### config.mk
export PLATFORM = sky130hd
export DESIGN_NAME = hall_comp_top
export DESIGN_NICKNAME = d
export VERILOG_FILES = /design/src/rtl/hall_comp_pkg.sv /design/src/rtl/hall_comp_scale.sv /design/src/rtl/hall_comp_sat.sv /design/src/rtl/hall_comp_div.sv /design/src/rtl/hall_comp_top.sv
export SDC_FILE = /design/constraint.sdc
export NUM_CORES = 2
export LEC_CHECK = 0
export CAP_MARGIN = 20
export CORE_ASPECT_RATIO = 1.4
export CORE_UTILIZATION = 40
export DETAILED_ROUTE_END_ITERATION = 12
export PLACE_DENSITY_LB_ADDON = 0.12
export SLEW_MARGIN = 20
export SYNTH_ARGS = -nofsm -noshare
export SYNTH_HDL_FRONTEND = slang
export SYNTH_SLANG_ARGS = --single-unit
### constraint.sdc
create_clock -name clk -period 33.8 [get_ports clk]
set_input_delay 6.76 -clock clk [delete_from_list [all_inputs] [get_ports clk]]
set_output_delay 6.76 -clock clk [all_outputs]
set_load 0.01 [all_outputs]
### src/rtl/hall_comp_pkg.sv
package hall_comp_pkg;

  // Path that forms the output for the current sample
  typedef enum logic {
    SEL_LIVE   = 1'b0,
    SEL_STORED = 1'b1
  } sel_e;

  localparam int unsigned DEF_DW   = 16;
  localparam int unsigned DEF_CW   = 16;
  localparam int unsigned DEF_FRAC = 12;

endpackage

### src/rtl/hall_comp_scale.sv
// Weighted sample minus optional subtrahend, full precision, floor rounding.
module hall_comp_scale #(
  parameter int DW     = 16,
  parameter int CW     = 16,
  parameter int FRAC   = 12,
  parameter int COMP_W = 22
) (
  input  logic signed [DW-1:0]     x,
  input  logic        [CW-1:0]     w,
  input  logic signed [DW-1:0]     y,
  input  logic                     sub_en,
  output logic signed [COMP_W-1:0] full
);
  localparam int PROD_W = DW + CW + 1;

  logic signed [PROD_W-1:0] x_ext;
  logic signed [PROD_W-1:0] w_ext;
  logic signed [PROD_W-1:0] prod;
  logic signed [COMP_W-1:0] y_ext;
  logic signed [COMP_W-1:0] scaled;

  assign x_ext  = {{(PROD_W-DW){x[DW-1]}}, x};
  assign w_ext  = {{(PROD_W-CW){1'b0}}, w};
  assign prod   = x_ext * w_ext;
  assign scaled = COMP_W'(prod >>> FRAC);
  assign y_ext  = {{(COMP_W-DW){y[DW-1]}}, y};
  assign full   = sub_en ? (scaled - y_ext) : scaled;

endmodule

### src/rtl/hall_comp_sat.sv
// Clamp a wide signed value into a narrower signed range.
module hall_comp_sat #(
  parameter int IW = 22,
  parameter int OW = 16
) (
  input  logic signed [IW-1:0] d,
  output logic signed [OW-1:0] q
);
  logic [IW-OW:0] top_bits;

  assign top_bits = d[IW-1:OW-1];

  always_comb begin
    if (top_bits == '0 || top_bits == '1) begin
      q = d[OW-1:0];
    end else if (d[IW-1]) begin
      q = {1'b1, {(OW-1){1'b0}}};
    end else begin
      q = {1'b0, {(OW-1){1'b1}}};
    end
  end

endmodule

### src/rtl/hall_comp_div.sv
// Restoring divider, one quotient bit per clock, NW steps per division.
module hall_comp_div #(
  parameter int NW   = 34,
  parameter int DENW = 16,
  parameter int QW   = 16
) (
  input  logic            clk,
  input  logic            rst,
  input  logic            start,
  input  logic [NW-1:0]   num,
  input  logic [DENW-1:0] den,
  output logic            busy,
  output logic            fin,
  output logic [QW-1:0]   quo
);
  localparam int CNT_W = $clog2(NW);

  logic [NW-1:0]    n_q;
  logic [NW-1:0]    q_q;
  logic [NW-1:0]    q_nx;
  logic [DENW-1:0]  rem_q;
  logic [DENW-1:0]  rem_nx;
  logic [DENW:0]    rem_sh;
  logic [DENW-1:0]  d_q;
  logic [CNT_W-1:0] cnt_q;
  logic             busy_q;
  logic             take;

  always_comb begin
    rem_sh = {rem_q, n_q[NW-1]};
    take   = rem_sh >= {1'b0, d_q};
    rem_nx = take ? DENW'(rem_sh - {1'b0, d_q}) : rem_sh[DENW-1:0];
    q_nx   = {q_q[NW-2:0], take};
  end

  assign fin  = busy_q && (cnt_q == CNT_W'(NW-1));
  assign quo  = (|q_nx[NW-1:QW]) ? '1 : q_nx[QW-1:0];
  assign busy = busy_q;

  always_ff @(posedge clk) begin
    if (rst) begin
      n_q    <= '0;
      q_q    <= '0;
      rem_q  <= '0;
      d_q    <= '0;
      cnt_q  <= '0;
      busy_q <= 1'b0;
    end else if (busy_q) begin
      n_q   <= n_q << 1;
      rem_q <= rem_nx;
      q_q   <= q_nx;
      cnt_q <= cnt_q + CNT_W'(1);
      if (fin) begin
        busy_q <= 1'b0;
      end
    end else if (start) begin
      n_q    <= num;
      d_q    <= den;
      rem_q  <= '0;
      q_q    <= '0;
      cnt_q  <= '0;
      busy_q <= 1'b1;
    end
  end

endmodule

### src/rtl/hall_comp_top.sv
module hall_comp_top
  import hall_comp_pkg::*;
#(
  parameter int DW      = DEF_DW,
  parameter int CW      = DEF_CW,
  parameter int FRAC    = DEF_FRAC,
  parameter int MIN_MAG = 64,
  parameter int M_RESET = 9462
) (
  input  logic                 clk,
  input  logic                 rst,
  input  logic                 in_valid,
  input  logic signed [DW-1:0] vert_in,
  input  logic signed [DW-1:0] lat_in,
  input  logic                 cal_req,
  input  logic                 mode_ratio,
  input  logic                 coef_we,
  input  logic [CW-1:0]        coef_in,
  output logic                 out_valid,
  output logic signed [DW-1:0] out_data,
  output logic                 lat_en,
  output logic                 busy,
  output logic                 ratio_valid,
  output logic                 cal_err
);
  localparam int PROD_W = DW + CW + 1;
  localparam int COMP_W = PROD_W - FRAC + 1;
  localparam int NUM_W  = COMP_W + FRAC;

  logic [CW-1:0]            coef_q;
  logic [CW-1:0]            ratio_q;
  logic                     rv_q;
  logic                     err_q;
  logic signed [COMP_W-1:0] live_full;
  logic signed [COMP_W-1:0] stored_full;
  logic signed [DW-1:0]     live_sat;
  logic signed [DW-1:0]     stored_sat;
  logic [DW-1:0]            v_mag;
  logic [COMP_W-1:0]        c_mag;
  logic [NUM_W-1:0]         div_num;
  logic [CW-1:0]            div_quo;
  logic                     div_busy;
  logic                     div_fin;
  logic                     accept;
  logic                     cal_try;
  logic                     cal_bad;
  logic                     sign_clash;
  logic                     cal_go;
  sel_e                     sel;

  assign sel    = (mode_ratio && rv_q) ? SEL_STORED : SEL_LIVE;
  assign accept = in_valid && !div_busy;

  hall_comp_scale #(.DW(DW), .CW(CW), .FRAC(FRAC), .COMP_W(COMP_W)) u_live (
    .x(vert_in), .w(coef_q), .y(lat_in), .sub_en(1'b1), .full(live_full)
  );

  hall_comp_scale #(.DW(DW), .CW(CW), .FRAC(FRAC), .COMP_W(COMP_W)) u_stored (
    .x(vert_in), .w(ratio_q), .y(lat_in), .sub_en(1'b0), .full(stored_full)
  );

  hall_comp_sat #(.IW(COMP_W), .OW(DW)) u_sat_live (
    .d(live_full), .q(live_sat)
  );

  hall_comp_sat #(.IW(COMP_W), .OW(DW)) u_sat_stored (
    .d(stored_full), .q(stored_sat)
  );

  // Calibration qualification on the live result
  assign v_mag      = vert_in[DW-1] ? (~vert_in + DW'(1)) : vert_in;
  assign c_mag      = live_full[COMP_W-1] ? (~live_full + COMP_W'(1)) : live_full;
  assign sign_clash = (live_full[COMP_W-1] && !vert_in[DW-1]) ||
                      (!live_full[COMP_W-1] && (|live_full) && vert_in[DW-1]);
  assign cal_try    = accept && cal_req;
  assign cal_bad    = (v_mag < DW'(MIN_MAG)) || sign_clash;
  assign cal_go     = cal_try && !cal_bad;
  assign div_num    = {c_mag, {FRAC{1'b0}}};

  hall_comp_div #(.NW(NUM_W), .DENW(DW), .QW(CW)) u_div (
    .clk(clk), .rst(rst), .start(cal_go), .num(div_num), .den(v_mag),
    .busy(div_busy), .fin(div_fin), .quo(div_quo)
  );

  always_ff @(posedge clk) begin
    if (rst) begin
      out_valid <= 1'b0;
      out_data  <= '0;
      lat_en    <= 1'b1;
      coef_q    <= CW'(M_RESET);
      ratio_q   <= '0;
      rv_q      <= 1'b0;
      err_q     <= 1'b0;
    end else begin
      out_valid <= accept;
      if (accept) begin
        out_data <= (sel == SEL_STORED) ? stored_sat : live_sat;
      end
      lat_en <= (sel == SEL_LIVE);
      if (coef_we) begin
        coef_q <= coef_in;
      end
      if (cal_try && cal_bad) begin
        err_q <= 1'b1;
      end
      if (div_fin) begin
        ratio_q <= div_quo;
        rv_q    <= 1'b1;
        err_q   <= 1'b0;
      end
    end
  end

  assign busy        = div_busy;
  assign ratio_valid = rv_q;
  assign cal_err     = err_q;

endmodule

==> results.ini <==
[run_status]
status = finished clean

[die]
initial_core_util_pct = 40.42
fp.coreArea_mm2 = 0.06314
die_x_um = 215.5
core.rowCount = 109
io_pins = 75
fp.dieH_um = 300.9
die_area_mm2 = 0.06484

[synthesis]
seq_area_frac_synth_pct = 11.45
yosys.area.top_type_share_pct = 30.43
ys_types = 87
synth-xor-area-share_pct = 3.426
synth_compound_area_share_pct = 10.40
synthMuxAreaShare_pct = 0.9853
yosys-top-cells-count = 517 x inv_1, 415 x nand2_1, 388 x fa_1
syn_area_mm2 = 0.02552
async_reset_ff_share_pct = 0
yosysWarnings = 0
avgSynthCellArea_um2 = 8.391
yosys-top-cells-area = fa_1 30%, ha_1 14%, dfxtp_1 11%
synthFlopType = dfxtp_1
yosysTopAreaCell = fa_1
synth-seq-cells = 146
synth_edf_count = 0
synth_cells = 3042
synth_fp_nets = 3763
synth_top_family_by_area = adder cells
synth_most_common_cell = inv_1
synth_simple_gate_area_share_pct = 19.43
synth_fa_ha_area_share_pct = 44.11

[grt]
gr-usage-all-layers_pct = 22.89
grt_max_degree = 67
grt_pass1_vias = 21400
grt_overflow_total = 0
antenna_found_initial = 0
grt_pass1_wl_mm = 116.0

[job]
drv_cap = 0

[cts]
cts_resized = 0
cts_buffers = 17
root_buffer = clkbuf_16
ctsHoldBuffers = 0
htreeDepth = 4
clkSinkCount = 146
cts_setup_buffers = 0
cts_tree = built
clkLatencyLatePin_ps = 470
cts_buffer_depth = 2
cts.reportedPaths.clkPinSlew_ps = 70

[worst_setup_path]
cp.required_ps = 34150
cp_slowest_cell = nor4b_1
critical_path_arrival_ps = 17920
critPathMaxStageDelay_ps = 610
startpoint_type = primary input
critPathKind = primary input to flip-flop
crit_top_cell = fa_1
cp_max_fo = 40
worstSetupEndpointType = flip-flop

[placed_design]
dp_hpwl_mm = 55.98
gp_congestion = 0.8652
port_buffers = 74

[timing]
slew_headroom_pct = 34.87
rsz0062_at_grt = false
setup_viol = 0
skew_ps = 16.25
setup-tns-final_ps = 0
slew_viol_final = 0
worstMarginPinSlew_ps = 976.9
hold_viol_final = 0
timing.final.crit_share_pct = 51.98
max_freq_mhz = 56.92
period_needed_ps = 17570

[drt]
routedWlPerCell_um = 18.43
drc = 0
viasPerCell = 5.286
drtIter0Drc = 1075
vias = 20370
ant_nets = 0
drt_pass1_iterations = 5
wirelength_mm = 71.00

[layout]
area_growth_pct = 7.652
num_antenna_cells = 0
utilization_pct = 43.52
fin_nets = 3729
n_fill_cell = 6384
seqCellArea_mm2 = 0.002924
drive_gt1_share_pct = 3.443
multi_input_area_mm2 = 0.02001

[hold_path]
hp-class = flip-flop to flip-flop

cells in the final DEF (no fill, tap or decap), types with 9 or more instances in the layout:
| cell | n |
|---|---|
| and2_1 | 212 |
| nand2b_1 | 36 |
| a21o_1 | 30 |
| o31ai_1 | 14 |
| buf_4 | 35 |
| o21ai_0 | 75 |
| o211ai_1 | 11 |
| o21a_1 | 14 |
| dfxtp_1 | 145 |
| a21oi_1 | 113 |
| nor3_1 | 38 |
| or3_1 | 12 |
| nor2_1 | 151 |
| nand3_1 | 67 |
| and3_1 | 14 |
| clkdlybuf4s50_1 | 72 |
| mux2i_1 | 24 |
| a221oi_1 | 9 |
| xor2_1 | 27 |
| clkbuf_16 | 17 |
| inv_1 | 517 |
| a31oi_1 | 15 |
| nand2_1 | 414 |
| xnor2_1 | 71 |
| a211oi_1 | 23 |
| fa_1 | 388 |
| nand4_1 | 19 |
| ha_1 | 279 |
| nor2b_1 | 25 |
area by class of cell:
cell class | count | area share (%)
clock buffers | 19 | 1.648
clock inverters | 13 | 0.4417
inverters | 518 | 7.076
multi-input cells | 2217 | 72.81
flip-flops and latches | 146 | 10.64
well taps | 832 | 3.789
repair buffers | 108 | 3.597
registers in the layout (all words and copies together) (netlist names):
signal and count:
u_div.busy 1, lat_en 1, u_div.q_q 33, cal_err 1, ratio_valid 1, out_data 16, ratio_q 16, u_div.rem_q 16
u_div.n_q 22, out_valid 1, coef_q 16, u_div.cnt_q 6, u_div.d_q 16
per-stage QoR:
step	worst slack [ps]	hold slack (ps)	cell area, um^2	instances
5_1_grt	15440	482.3	27480	3853
3_3_place_gp	15960	441.7	26900	3821
2_1_floorplan	18080	424.9	25520	3042
4_1_cts	16220	459.8	27480	3853
6_report	16230	457.8	27480	3853
3_5_place_dp	15750	450.3	26900	3821
routing by layer:
metal	GRT usage [%]	share of wire (%)
met2	40.60	51
met3	2.848	3.5
met5	0	0
met1	28.20	42
met4	8.730	3.7
logic make-up after synthesis:
kind of cell | Yosys count
buf+inv | 679
compound gates | 395
simple gates | 1031
mux | 25
flops | 146
xor+xnor | 99
fa+ha+maj | 667
critical path, delay by kind of cell:
| family | cells | cell delay (ps) |
|---|---|---|
| and+or+nand+nor | 11 | 3180 |
| adders and majority gates | 8 | 3660 |
| buffers and inverters | 6 | 1490 |
| AOI/OAI and AO/OA | 9 | 2620 |
| xor gates and xnor gates | 1 | 140 |
path summary, 6_finish.rpt:
path         depth (start not counted)                       start  slack, ps                          to
max                                 35                  vert_in[2]      16230  u_div.n_q[18]$_SDFFE_PP0P_
min                                  2  u_div.n_q[17]$_SDFFE_PP0P_        460  u_div.n_q[17]$_SDFFE_PP0P_
max reg2reg                         33      coef_q[9]$_SDFFE_PP0P_      22560  u_div.n_q[18]$_SDFFE_PP0P_
min reg2reg                          2  u_div.n_q[17]$_SDFFE_PP0P_        460  u_div.n_q[17]$_SDFFE_PP0P_
Power is not shown: default switching activity piles up to over one toggle a cycle in this logic, so the estimate is an artifact.
